File: config.mk
export PLATFORM = sky130hd
export DESIGN_NAME = selftest_seq
export DESIGN_NICKNAME = d
export VERILOG_FILES = /design/src/rtl/selftest_pkg.sv /design/src/rtl/st_rst_sync.sv /design/src/rtl/st_fsm.sv /design/src/rtl/st_judge.sv /design/src/rtl/selftest_seq.sv
export SDC_FILE = /design/constraint.sdc
export NUM_CORES = 1
export LEC_CHECK = 0
export ABC_AREA = 1
export BUFFER_PORTS_ARGS = -buffer_cell sky130_fd_sc_hd__buf_2
export CAP_MARGIN = 20
export CORE_MARGIN = 2
export CORE_UTILIZATION = 38
export DETAILED_ROUTE_END_ITERATION = 7
export SYNTH_ARGS = -nofsm -noshare
export SYNTH_HDL_FRONTEND = slang
export SYNTH_SLANG_ARGS = --single-unit
export TNS_END_PERCENT = 30
File: constraint.sdc
create_clock -name clk -period 3.5 [get_ports clk]
set_clock_uncertainty 0.2 [all_clocks]
set_input_delay 0.875 -clock clk [delete_from_list [all_inputs] [get_ports clk]]
set_output_delay 0.875 -clock clk [all_outputs]
set_load 0.005 [all_outputs]
File: src/rtl/selftest_pkg.sv
package selftest_pkg;
  typedef enum logic [2:0] {
    ST_IDLE    = 3'd0,
    ST_WR_TEST = 3'd1,
    ST_RD_TEST = 3'd2,
    ST_WR_OFF  = 3'd3,
    ST_RD_OFF  = 3'd4,
    ST_EVAL    = 3'd5,
    ST_DONE    = 3'd6
  } seq_state_e;

  localparam logic [7:0] CFG_RATE_OFF = 8'h20;
  localparam logic [7:0] CFG_RATE_POS = 8'h22;
  localparam logic [7:0] CFG_RATE_NEG = 8'h21;
endpackage

File: src/rtl/st_rst_sync.sv
module st_rst_sync #(
  parameter int STAGES = 2
) (
  input  logic clk,
  input  logic rst_n,
  output logic rst_n_sync
);
  logic [STAGES-1:0] chain_q;

  always_ff @(posedge clk or negedge rst_n) begin
    if (!rst_n) chain_q <= '0;
    else        chain_q <= {chain_q[STAGES-2:0], 1'b1};
  end

  assign rst_n_sync = chain_q[STAGES-1];
endmodule

File: src/rtl/st_fsm.sv
module st_fsm
  import selftest_pkg::*;
(
  input  logic       clk,
  input  logic       rst_n,
  input  logic       start,
  input  logic       neg_test,
  input  logic       ctl_ready,
  input  logic       rsp_valid,
  output logic       cmd_valid,
  output logic       cmd_write,
  output logic [7:0] cmd_byte,
  output logic       ld_test,
  output logic       ld_base,
  output logic       eval_en,
  output logic       done,
  output logic       neg_q
);
  seq_state_e state_q, state_d;
  logic       issued_q, issued_d;
  logic       neg_d;
  logic       in_rd, in_wr, accept, got_rsp;

  assign in_rd   = (state_q == ST_RD_TEST) || (state_q == ST_RD_OFF);
  assign in_wr   = (state_q == ST_WR_TEST) || (state_q == ST_WR_OFF);
  assign accept  = cmd_valid && ctl_ready;
  assign got_rsp = in_rd && issued_q && rsp_valid;

  always_comb begin
    state_d = state_q;
    case (state_q)
      ST_IDLE:    if (start)     state_d = ST_WR_TEST;
      ST_WR_TEST: if (ctl_ready) state_d = ST_RD_TEST;
      ST_RD_TEST: if (got_rsp)   state_d = ST_WR_OFF;
      ST_WR_OFF:  if (ctl_ready) state_d = ST_RD_OFF;
      ST_RD_OFF:  if (got_rsp)   state_d = ST_EVAL;
      ST_EVAL:                   state_d = ST_DONE;
      ST_DONE:                   state_d = ST_IDLE;
      default:                   state_d = ST_IDLE;
    endcase
  end

  always_comb begin
    issued_d = issued_q;
    if (in_rd && accept) issued_d = 1'b1;
    else if (got_rsp)    issued_d = 1'b0;
  end

  assign neg_d = (state_q == ST_IDLE && start) ? neg_test : neg_q;

  always_ff @(posedge clk or negedge rst_n) begin
    if (!rst_n) begin
      state_q  <= ST_IDLE;
      issued_q <= 1'b0;
      neg_q    <= 1'b0;
    end else begin
      state_q  <= state_d;
      issued_q <= issued_d;
      neg_q    <= neg_d;
    end
  end

  always_comb begin
    cmd_valid = in_wr || (in_rd && !issued_q);
    cmd_write = in_wr;
    cmd_byte  = 8'h00;
    if (state_q == ST_WR_TEST)     cmd_byte = neg_q ? CFG_RATE_NEG : CFG_RATE_POS;
    else if (state_q == ST_WR_OFF) cmd_byte = CFG_RATE_OFF;
  end

  assign ld_test = got_rsp && (state_q == ST_RD_TEST);
  assign ld_base = got_rsp && (state_q == ST_RD_OFF);
  assign eval_en = (state_q == ST_EVAL);
  assign done    = (state_q == ST_DONE);
endmodule

File: src/rtl/st_judge.sv
module st_judge #(
  parameter int SMP_W = 14,
  localparam int DW   = SMP_W + 1
) (
  input  logic                 clk,
  input  logic                 rst_n,
  input  logic [SMP_W-1:0]     rsp_data,
  input  logic                 ld_test,
  input  logic                 ld_base,
  input  logic                 eval_en,
  input  logic                 neg,
  input  logic signed [DW-1:0] win_lo,
  input  logic signed [DW-1:0] win_hi,
  output logic signed [DW-1:0] delta,
  output logic                 pass
);
  logic [SMP_W-1:0]     test_q, base_q;
  logic signed [DW-1:0] diff, norm;
  logic                 in_win;

  always_ff @(posedge clk or negedge rst_n) begin
    if (!rst_n) begin
      test_q <= '0;
      base_q <= '0;
    end else begin
      if (ld_test) test_q <= rsp_data;
      if (ld_base) base_q <= rsp_data;
    end
  end

  assign diff   = $signed({1'b0, test_q}) - $signed({1'b0, base_q});
  assign norm   = neg ? -diff : diff;
  assign in_win = (norm >= win_lo) && (norm <= win_hi);

  always_ff @(posedge clk or negedge rst_n) begin
    if (!rst_n) begin
      delta <= '0;
      pass  <= 1'b0;
    end else if (eval_en) begin
      delta <= diff;
      pass  <= in_win;
    end
  end
endmodule

File: src/rtl/selftest_seq.sv
module selftest_seq #(
  parameter int SMP_W = 14,
  localparam int DW   = SMP_W + 1
) (
  input  logic                 clk,
  input  logic                 rst_n,
  input  logic                 start,
  input  logic                 neg_test,
  input  logic signed [DW-1:0] win_lo,
  input  logic signed [DW-1:0] win_hi,
  output logic                 cmd_valid,
  output logic                 cmd_write,
  output logic [7:0]           cmd_byte,
  input  logic                 ctl_ready,
  input  logic                 rsp_valid,
  input  logic [SMP_W-1:0]     rsp_data,
  output logic                 done,
  output logic                 pass,
  output logic signed [DW-1:0] delta
);
  logic rst_n_s, ld_test, ld_base, eval_en, neg_q;

  st_rst_sync #(.STAGES(2)) u_rst (
    .clk(clk), .rst_n(rst_n), .rst_n_sync(rst_n_s)
  );

  st_fsm u_fsm (
    .clk(clk), .rst_n(rst_n_s), .start(start), .neg_test(neg_test),
    .ctl_ready(ctl_ready), .rsp_valid(rsp_valid),
    .cmd_valid(cmd_valid), .cmd_write(cmd_write), .cmd_byte(cmd_byte),
    .ld_test(ld_test), .ld_base(ld_base), .eval_en(eval_en),
    .done(done), .neg_q(neg_q)
  );

  st_judge #(.SMP_W(SMP_W)) u_judge (
    .clk(clk), .rst_n(rst_n_s), .rsp_data(rsp_data),
    .ld_test(ld_test), .ld_base(ld_base), .eval_en(eval_en), .neg(neg_q),
    .win_lo(win_lo), .win_hi(win_hi), .delta(delta), .pass(pass)
  );
endmodule

==> results of run 1 <==
[final cells by class]
cell class | instances | area (µm²) | area share
clock buffer | 6 | 139 | 0.0266
clock inverter | 2 | 35.0 | 0.00671
inverter | 122 | 458 | 0.0877
multi-input combinational | 461 | 2600 | 0.499
sequential | 51 | 1280 | 0.245
tap | 140 | 175 | 0.0335
timing repair buffer | 93 | 533 | 0.102
[layer usage]
| layer | GRT usage | vias up | routed length [µm] |
|---|---|---|---|
| met1 | 0.220 | 1849 | 4830 |
| met4 | 0.0455 | 0 | 176 |
| met2 | 0.293 | 89 | 4640 |
| met3 | 0.0212 | 17 | 382 |
| met5 | 0 | - | 0 |
| li1 | - | 2178 | - |
[flip-flops by register name, summed over array words and instances, names as in the netlist]
name            flops
u_judge.pass        1
u_fsm.neg_q         1
u_judge.delta      15
u_rst.chain_q       2
u_judge.test_q     14
u_fsm.issued_q      1
u_judge.base_q     14
u_fsm.state_q       3
[cells in the final DEF (no fill, tap or decap), types with 21 or more instances in the layout]
cell type,synthesis,final
ha_1,45,40
nor2_1,35,33
dfrtp_1,51,50
nand3_1,45,42
o21ai_0,52,51
nand2_1,196,193
inv_1,118,117
buf_4,6,21
buf_2,1,71
[worst paths after layout]
check	start	end	slack, ps	cells after the start
max in group asynchronous	u_rst.chain_q[1]	u_judge.test_q[12]	2560	1
worst max register to register	u_judge.test_q[0]	u_judge.pass	-150	21
worst min register to register	u_rst.chain_q[1]	u_judge.test_q[0]	30	0
min in group clk	u_rst.chain_q[0]	u_rst.chain_q[1]	150	0
worst min-delay path	u_rst.chain_q[1]	u_judge.test_q[0]	30	0
worst max-delay path	u_judge.test_q[0]	u_judge.pass	-150	21
[repair_timing]
item	in CTS	in global routing
resized for setup	6	17
setup endpoints to repair	1	1
buffers inserted	2	2
pin swaps	1	11
[cell families after synthesis]
family | share of synthesized area
buf+inv | 0.125
other cells | 0.00175
flops | 0.297
compound gates | 0.0970
fa+ha+maj | 0.136
xor+xnor | 0.0163
simple gates | 0.327
[through the flow]
| stage | cells | cell area (µm²) | TNS [ps] | utilization |
|---|---|---|---|---|
| after global routing | 875 | 5220 | -312 | 0.477 |
| final | 875 | 5220 | -148 | 0.477 |
| after floorplan | 649 | 4310 | 0 | - |
| after detailed placement | 862 | 4890 | -335 | 0.447 |
| after global placement | 862 | 4890 | -118 | 0.447 |
| after CTS | 872 | 5100 | -107 | 0.466 |
==> summary.txt, run 1 <==
Worst setup path
  • CP Cell Sequence: inv_1 > ha_2 > fa_1 > ha_2 > a21boi_4 > nand3_2 > nor2_1 > nand2_1 > nor2_2 > nand2_1 > nand2_2 > xor2_2 > ha_1 > a21oi_1 > o21ai_0 > a21oi_2 > nand2_1 > nand2_1 > nand3_1 > nand3_1 > nand2_1
  • CP arrival: 3630 ps
  • Worst Setup End Kind: flip-flop
  • CP max FO: 4
  • Crit path buffers/inverters: 1
  • Critical path type: flip-flop to flip-flop
  • Slowest Stage Delay on Critical Path: 540 ps
  • WP data required: 3490 ps
  • Most common cell on crit path: nand2_1
  • Slowest CP cell: fa_1
  • Crit path max-delay family: adder cells
  • CP startpoint kind: flip-flop

Drt
  • Detail-routed via count per cell: 4.72
  • Via count: 4133
  • DR DRC count: 0
  • First-pass detailed-route iteration total: 4
  • Drt initial violations: 148
  • ANT nets after route: 0
  • Post-DR wirelength/cell: 11.5 µm
  • Routed WL: 10.0 mm

Clock tree
  • Cts hold-fix bufs: 0
  • Clock root cell: clkbuf_16
  • Clock-pin slew on the worst setup and hold paths: 70 ps
  • CTS sink cnt: 51
  • # H-tree levels: 2
  • Max Buffers Root-to-Sink: 2
  • CTS tree: yes
  • Worst-Skew Late Latency: 290 ps
  • CTS Buf Count: 5

Logic synthesis
  • EDFF count, synth: 0
  • Syn Area/Cell: 6.66 µm²
  • Synth cell count leaders: nand2_1 (196), inv_1 (118), o21ai_0 (52)
  • Netlist cell types: 34
  • Share of the synthesized area in the top cell type: 0.297
  • Post-synthesis sequential area ratio: 0.297
  • Synth Flop Type: dfrtp_1
  • Flops & latches, synth: 51
  • Async SR Flop Fraction: 1.00
  • Synth area leaders: dfrtp_1 (30%), nand2_1 (17%), ha_1 (13%)
  • Cell taking the most area after synthesis: dfrtp_1
  • Count leader, synth: nand2_1
  • Yosys warnings: 0
  • Synth Instances: 645
  • Mapped cell area: 4290 µm²

Timing
  • Unrepaired setup endpoints after global routing: yes
  • Final Hold Fails: 0
  • Achievable frequency: 0.274 GHz
  • Slew @ Worst Pin: 789 ps
  • Hold slack: 28.2 ps
  • Headroom to the max-slew limit: 0.473
  • Fin crit period: 3650 ps
  • Max-slew violations: 0
  • Final setup viols: 1
  • Setup ws final: -148 ps
  • Final Cycle Share: 1.04

Finish
  • Nets@finish: 830
  • Fill cells: 1175
  • Share of cells above drive strength 1: 0.211
  • N_diodes: 0
  • Area Growth Syn to Fin: 21.6%

Status
  • Failing checks: negative setup slack
  • Status: complete, but fails checks

Run
  • Max cap viols: 0

Die
  • Initial core utilization: 0.393
  • Die Y: 110 µm
  • I/O pin total: 77
  • Area of the core: 10900 µm²
  • Die Width: 110 µm
  • Die area: 12200 µm²
  • # rows: 38

Global routing
  • Tot GR Track Use: 0.168
  • Pin count of the biggest net entering global routing: 50
  • First-pass GRT wire length: 16.4 mm
  • Initial antenna violation count: 0
  • Vias in the first global route: 3788
  • Overall overflow remaining after global route: 0

Placed design
  • Pre-CTS setup slack: -335 ps
  • IO Port Bufs: 71
  • HPWL Detailed: 8.30 mm
  • Gp weighted congestion: 0.967

Worst hold path
  • Hold WC Path Type: flip-flop to async pin
Power of run 1 is left out: the tool's default activity adds up to more than one toggle a clock period on the data nets, which glitch-free logic cannot reach.
==> run 2: changes to the inputs <==
--- a/config.mk
+++ b/config.mk
@@ -11,6 +11,8 @@
 export CORE_MARGIN = 2
 export CORE_UTILIZATION = 38
 export DETAILED_ROUTE_END_ITERATION = 7
+export MAX_ROUTING_LAYER = met4
+export SKIP_CTS_REPAIR_TIMING = 1
 export SYNTH_ARGS = -nofsm -noshare
 export SYNTH_HDL_FRONTEND = slang
 export SYNTH_SLANG_ARGS = --single-unit
==> summary.txt, run 2 (synthesis results as in run 1) <==
Status
  • Status: complete, but fails checks (unchanged)
  • Failing checks: negative setup slack (unchanged)

Timing
  • Achievable frequency: 0.277 GHz (was 0.274 GHz)
  • Final setup viols: 1 (unchanged)
  • Max-slew violations: 0 (unchanged)
  • Final Hold Fails: 0 (unchanged)
  • Headroom to the max-slew limit: 0.467 (was 0.473)
  • Fin crit period: 3610 ps (was 3650 ps)
  • Setup ws final: -111 ps (was -148 ps)
  • Slew @ Worst Pin: 797 ps (was 789 ps)
  • Final Cycle Share: 1.03 (was 1.04)
  • Unrepaired setup endpoints after global routing: yes (unchanged)
  • Hold slack: 47.5 ps (was 28.2 ps)

Die
  • Initial core utilization: 0.393 (unchanged)
  • # rows: 38 (unchanged)
  • Die Y: 110 µm (unchanged)
  • I/O pin total: 77 (unchanged)
  • Die area: 12200 µm² (unchanged)
  • Die Width: 110 µm (unchanged)
  • Area of the core: 10900 µm² (unchanged)

Worst setup path
  • Register-to-Register Path Depth: 21 (unchanged)
  • Critical path type: flip-flop to flip-flop (unchanged)
  • Worst Setup End Kind: flip-flop (unchanged)
  • CP arrival: 3640 ps (was 3630 ps)
  • CP startpoint kind: flip-flop (unchanged)
  • WP data required: 3530 ps (was 3490 ps)
  • CP max FO: 4 (unchanged)

Finish
  • Share of cells above drive strength 1: 0.218 (was 0.211)
  • Area Growth Syn to Fin: 21.7% (was 21.6%)
  • Flip-flop count of the largest register after layout: 15 (unchanged)
  • Biggest regs: u_judge.delta x15, u_judge.base_q x14, u_judge.test_q x14 (unchanged)
  • Commonest non-fill, non-tap cells in the layout: nand2_1 (193), inv_1 (117), buf_2 (71) (unchanged)
  • Most common cell after layout, fill and taps aside: nand2_1 (unchanged)
  • Top reg by flops: u_judge.delta (unchanged)
  • Fin area: 5230 µm² (was 5220 µm²)
  • Nets@finish: 829 (was 830)
  • N_diodes: 0 (unchanged)
  • Post-Layout Cell Count: 874 (was 875)

Global routing
  • Overall overflow remaining after global route: 0 (unchanged)
  • Initial antenna violation count: 0 (unchanged)
  • Tot GR Track Use: 0.174 (was 0.168)
  • First-pass GRT wire length: 16.6 mm (was 16.4 mm)
  • Pin count of the biggest net entering global routing: 50 (unchanged)
  • Vias in the first global route: 3873 (was 3788)

Clock tree
  • Clock-pin slew on the worst setup and hold paths: 70 ps (about the same)
  • Clock root cell: clkbuf_16 (unchanged)
  • CTS sink cnt: 51 (unchanged)
  • Worst-Skew Late Latency: 290 ps (about the same)
  • CTS Buf Count: 5 (unchanged)
  • # H-tree levels: 2 (unchanged)
  • CTS tree: yes (unchanged)
  • Max Buffers Root-to-Sink: 2 (unchanged)

Drt
  • Drt initial violations: 191 (was 148)
  • Post-DR wirelength/cell: 11.4 µm (was 11.5 µm)
  • DR DRC count: 0 (unchanged)
  • Detail-routed via count per cell: 4.68 (was 4.72)
  • Routed WL: 10.0 mm (about the same)
  • First-pass detailed-route iteration total: 5 (was 4)
  • ANT nets after route: 0 (unchanged)
  • Via count: 4090 (was 4133)

Placed design
  • IO Port Bufs: 71 (unchanged)
  • HPWL Detailed: 8.23 mm (was 8.30 mm)
  • Placed cell area: 4900 µm² (was 4890 µm²)
  • DP Cell Count: 864 (was 862)
  • Gp weighted congestion: 0.900 (was 0.967)

Run
  • Max cap viols: 0 (unchanged)

Worst hold path
  • Hold WC Path Type: flip-flop to async pin (unchanged)
==> run 2: worst paths after layout <==
| kind | slack (ps) | startpoint | endpoint |
|---|---|---|---|
| setup / recovery | -110 | u_judge.base_q[0] | u_judge.pass |
| hold / removal | 50 | u_rst.chain_q[1] | u_judge.test_q[2] |
| setup reg to reg | -110 | u_judge.base_q[0] | u_judge.pass |
| hold reg to reg | 50 | u_rst.chain_q[1] | u_judge.test_q[2] |
| max in group asynchronous | 2520 | u_rst.chain_q[1] | u_judge.test_q[12] |
| min in group clk | 150 | u_rst.chain_q[0] | u_rst.chain_q[1] |
==> run 2: area by class of cell <==
cell class,count,area [µm²]
sequential,51,1280
timing repair buffer,92,526
fill,1160,5710
multi-input combinational,461,2650
inverter,122,458
clock inverter,3,20.0
tap,140,175
clock buffer,5,125
==> run 2: metal layers <==
metal  up-vias  routed length, µm  share of wire  global-route usage
met5         -                  0              0                   -
met1      1829               4820           0.48               0.222
met3        11                445          0.044              0.0229
li1       2177                  -              -                   -
met4         0                 97         0.0097              0.0375
met2        73               4640           0.46               0.298
==> run 2: critical path, cell delays in order (launching register included) <==
cell and delay [ps]:
dfrtp_1 390, ha_2 200, fa_1 540, ha_2 190, a21boi_4 190, nand3_2 100, nor2_1 110, nand2_1 90
nor2_2 100, nand2_1 70, nand2_2 100, nand2_1 70, nand2_1 70, nand2_2 90, ha_4 280, nand2_1 80
nor2_1 210, buf_4 150, nand4_1 90, nand3_1 100, nand3_1 60, nand2_1 60
==> run 2: per-stage QoR <==
step	setup TNS, ps	util	worst slack, ps
floorplan	0	-	107
global placement	-157	0.448	-157
detailed placement	-271	0.448	-271
CTS	-292	0.462	-292
global route	-379	0.478	-379
finish	-111	0.478	-111
Power of run 2 is left out for the same reason.
==> run 3: changes to the inputs <==
--- a/config.mk
+++ b/config.mk
@@ -12,6 +12,7 @@
 export CORE_UTILIZATION = 38
 export DETAILED_ROUTE_END_ITERATION = 7
 export MAX_ROUTING_LAYER = met4
+export PLACE_DENSITY_LB_ADDON = 0.1
 export SKIP_CTS_REPAIR_TIMING = 1
 export SYNTH_ARGS = -nofsm -noshare
 export SYNTH_HDL_FRONTEND = slang
==> summary.txt, run 3 (synthesis results as in run 1) <==
Finish
  • Biggest regs: u_judge.delta x15, u_judge.base_q x14, u_judge.test_q x14 (unchanged)
  • Commonest non-fill, non-tap cells in the layout: nand2_1 (191), inv_1 (118), buf_2 (71) (was nand2_1 (193), inv_1 (117), buf_2 (71))
  • N_diodes: 0 (unchanged)
  • Post-Layout Cell Count: 879 (was 874)
  • Seq. cell area: 1280 µm² (unchanged)
  • Nets@finish: 834 (was 829)
  • Share of cells above drive strength 1: 0.221 (was 0.218)
  • Fill cells: 1126 (was 1160)
  • Area Growth Syn to Fin: 22.6% (was 21.7%)
  • Flip-flop count of the largest register after layout: 15 (unchanged)
  • Area occupied by multi-input gates: 2640 µm² (was 2650 µm²)
  • Most common cell after layout, fill and taps aside: nand2_1 (unchanged)
  • Top reg by flops: u_judge.delta (unchanged)

Placed design
  • HPWL Detailed: 8.44 mm (was 8.23 mm)
  • DP Cell Count: 870 (was 864)
  • IO Port Bufs: 71 (unchanged)
  • Gp weighted congestion: 0.834 (was 0.900)

Clock tree
  • Worst-Skew Late Latency: 280 ps (was 290 ps)
  • Max Buffers Root-to-Sink: 2 (unchanged)
  • CTS Buf Count: 5 (unchanged)
  • CTS tree: yes (unchanged)
  • Clock root cell: clkbuf_16 (unchanged)
  • # H-tree levels: 2 (unchanged)
  • CTS sink cnt: 51 (unchanged)
  • Clock-pin slew on the worst setup and hold paths: 70 ps (about the same)

Timing
  • Headroom to the max-slew limit: 0.438 (was 0.467)
  • Final Cycle Share: 1.01 (was 1.03)
  • Final Hold Fails: 0 (unchanged)
  • Achievable frequency: 0.282 GHz (was 0.277 GHz)
  • Fin crit period: 3540 ps (was 3610 ps)
  • Unrepaired setup endpoints after global routing: yes (unchanged)
  • Setup ws final: -44.0 ps (was -111 ps)
  • Max-slew violations: 0 (unchanged)
  • Final setup viols: 1 (unchanged)
  • Slew @ Worst Pin: 842 ps (was 797 ps)

Worst setup path
  • Reg-to-reg slack, setup: -40 ps (was -110 ps)
  • Crit path max-delay family: adder cells (was simple AND/OR/NAND/NOR gates)
  • Worst Setup End Kind: flip-flop (unchanged)
  • Slowest Stage Delay on Critical Path: 510 ps (was 540 ps)
  • Slowest CP cell: fa_1 (unchanged)
  • CP max FO: 3 (was 4)
  • CP Cell Sequence: ha_2 > fa_1 > ha_2 > a21boi_4 > buf_4 > nand3_1 > nor2_1 > nand2_1 > nor2_1 > nand3_1 > nand3_1 > nand2_2 > ha_4 > nand2_1 > inv_1 > nand3_1 > a21oi_1 > nor2_2 > nand3_1 > nand3_1 > nand3_1 > nand2_1 (was ha_2 > fa_1 > ha_2 > a21boi_4 > nand3_2 > nor2_1 > nand2_1 > nor2_2 > nand2_1 > nand2_2 > nand2_1 > nand2_1 > nand2_2 > ha_4 > nand2_1 > nor2_1 > buf_4 > nand4_1 > nand3_1 > nand3_1 > nand2_1)
  • Worst r2r dst: u_judge.pass (unchanged)
  • Crit path buffers/inverters: 2 (was 1)
  • CP startpoint kind: flip-flop (unchanged)
  • Most common cell on crit path: nand3_1 (was nand2_1)
  • CP arrival: 3520 ps (was 3640 ps)
  • Worst R2R Start: u_judge.base_q[0] (unchanged)
  • Critical path type: flip-flop to flip-flop (unchanged)
  • Register-to-Register Path Depth: 22 (was 21)
  • WP data required: 3470 ps (was 3530 ps)

Die
  • Area of the core: 10900 µm² (unchanged)
  • Initial core utilization: 0.393 (unchanged)
  • Die area: 12200 µm² (unchanged)
  • Die Y: 110 µm (unchanged)
  • # rows: 38 (unchanged)
  • I/O pin total: 77 (unchanged)
  • Die Width: 110 µm (unchanged)

Status
  • Failing checks: negative setup slack (unchanged)
  • Status: complete, but fails checks (unchanged)

Global routing
  • Overall overflow remaining after global route: 0 (unchanged)
  • Vias in the first global route: 3764 (was 3873)
  • Initial antenna violation count: 0 (unchanged)
  • Tot GR Track Use: 0.176 (was 0.174)
  • Pin count of the biggest net entering global routing: 50 (unchanged)
  • First-pass GRT wire length: 16.6 mm (about the same)

Drt
  • Detail-routed via count per cell: 4.64 (was 4.68)
  • Via count: 4082 (was 4090)
  • Drt initial violations: 199 (was 191)
  • Routed WL: 10.2 mm (was 10.0 mm)
  • Post-DR wirelength/cell: 11.6 µm (was 11.4 µm)
  • First-pass detailed-route iteration total: 4 (was 5)
  • ANT nets after route: 0 (unchanged)
  • DR DRC count: 0 (unchanged)

Worst hold path
  • Hold WC Path Type: flip-flop to async pin (unchanged)

Run
  • Max cap viols: 0 (unchanged)
[run 3: cell count changes in the layout (fill, tap and decap cells not counted), moves of 2 or more]
cell / previous run / this run
buf_4: 20 / 25
clkinvlp_4: 2 / 0
nand2_1: 193 / 191
nand2_2: 19 / 22
[run 3: worst max path at each step]
| stage | depth (start not counted) | start | slack, ps | end |
|---|---|---|---|---|
| 6_report | 22 | u_judge.base_q[0] | -40 | u_judge.pass |
| 5_1_grt | 24 | u_judge.base_q[0] | -320 | u_judge.pass |
| 4_1_cts | 20 | u_judge.base_q[0] | -320 | u_judge.pass |
| 3_5_place_dp | 20 | u_judge.base_q[0] | -280 | u_judge.pass |
| 3_3_place_gp | 20 | u_judge.base_q[0] | -170 | u_judge.pass |
| 2_1_floorplan | 24 | u_judge.base_q[0] | 110 | u_judge.pass |
[run 3: worst reg2reg max path, cell delays in order (launching register included)]
cell and delay, ps:
dfrtp_1 380, ha_2 200, fa_1 510, ha_2 190, a21boi_4 180, buf_4 120
nand3_1 70, nor2_1 100, nand2_1 100, nor2_1 100, nand3_1 80, nand3_1 80
nand2_2 110, ha_4 290, nand2_1 40, inv_1 70, nand3_1 100, a21oi_1 170
nor2_2 70, nand3_1 80, nand3_1 70, nand3_1 80, nand2_1 50
[run 3: layout make-up]
cell class / count / area share
Multi-Input combinational cell: 461 / 0.501
Clock inverter: 1 / 0.00166
Clock buffer: 7 / 0.0271
Tap cell: 140 / 0.0333
Timing Repair Buffer: 97 / 0.107
Inverter: 122 / 0.0870
Sequential cell: 51 / 0.243
[run 3: layer usage]
layer  GRT usage  vias up  routed length, µm
met4      0.0330        0                 71
met5           -        -                  0
met2       0.298       60               4710
met1       0.230     1827               5100
met3      0.0200        4                330
li1            -     2191                  -
[run 3: through the flow]
step / worst slack (ps) / area, µm² / setup TNS [ps] / hold WS [ps] / utilization
6_report: -44.0 / 5260 / -44.0 / 62.1 / 0.481
5_1_grt: -317 / 5260 / -317 / 113 / 0.481
4_1_cts: -321 / 5100 / -321 / 153 / 0.466
3_5_place_dp: -279 / 4950 / -279 / 140 / 0.453
3_3_place_gp: -165 / 4950 / -165 / 135 / 0.453
2_1_floorplan: 107 / 4310 / 0 / 131 / -
Power of run 3 is left out for the same reason.
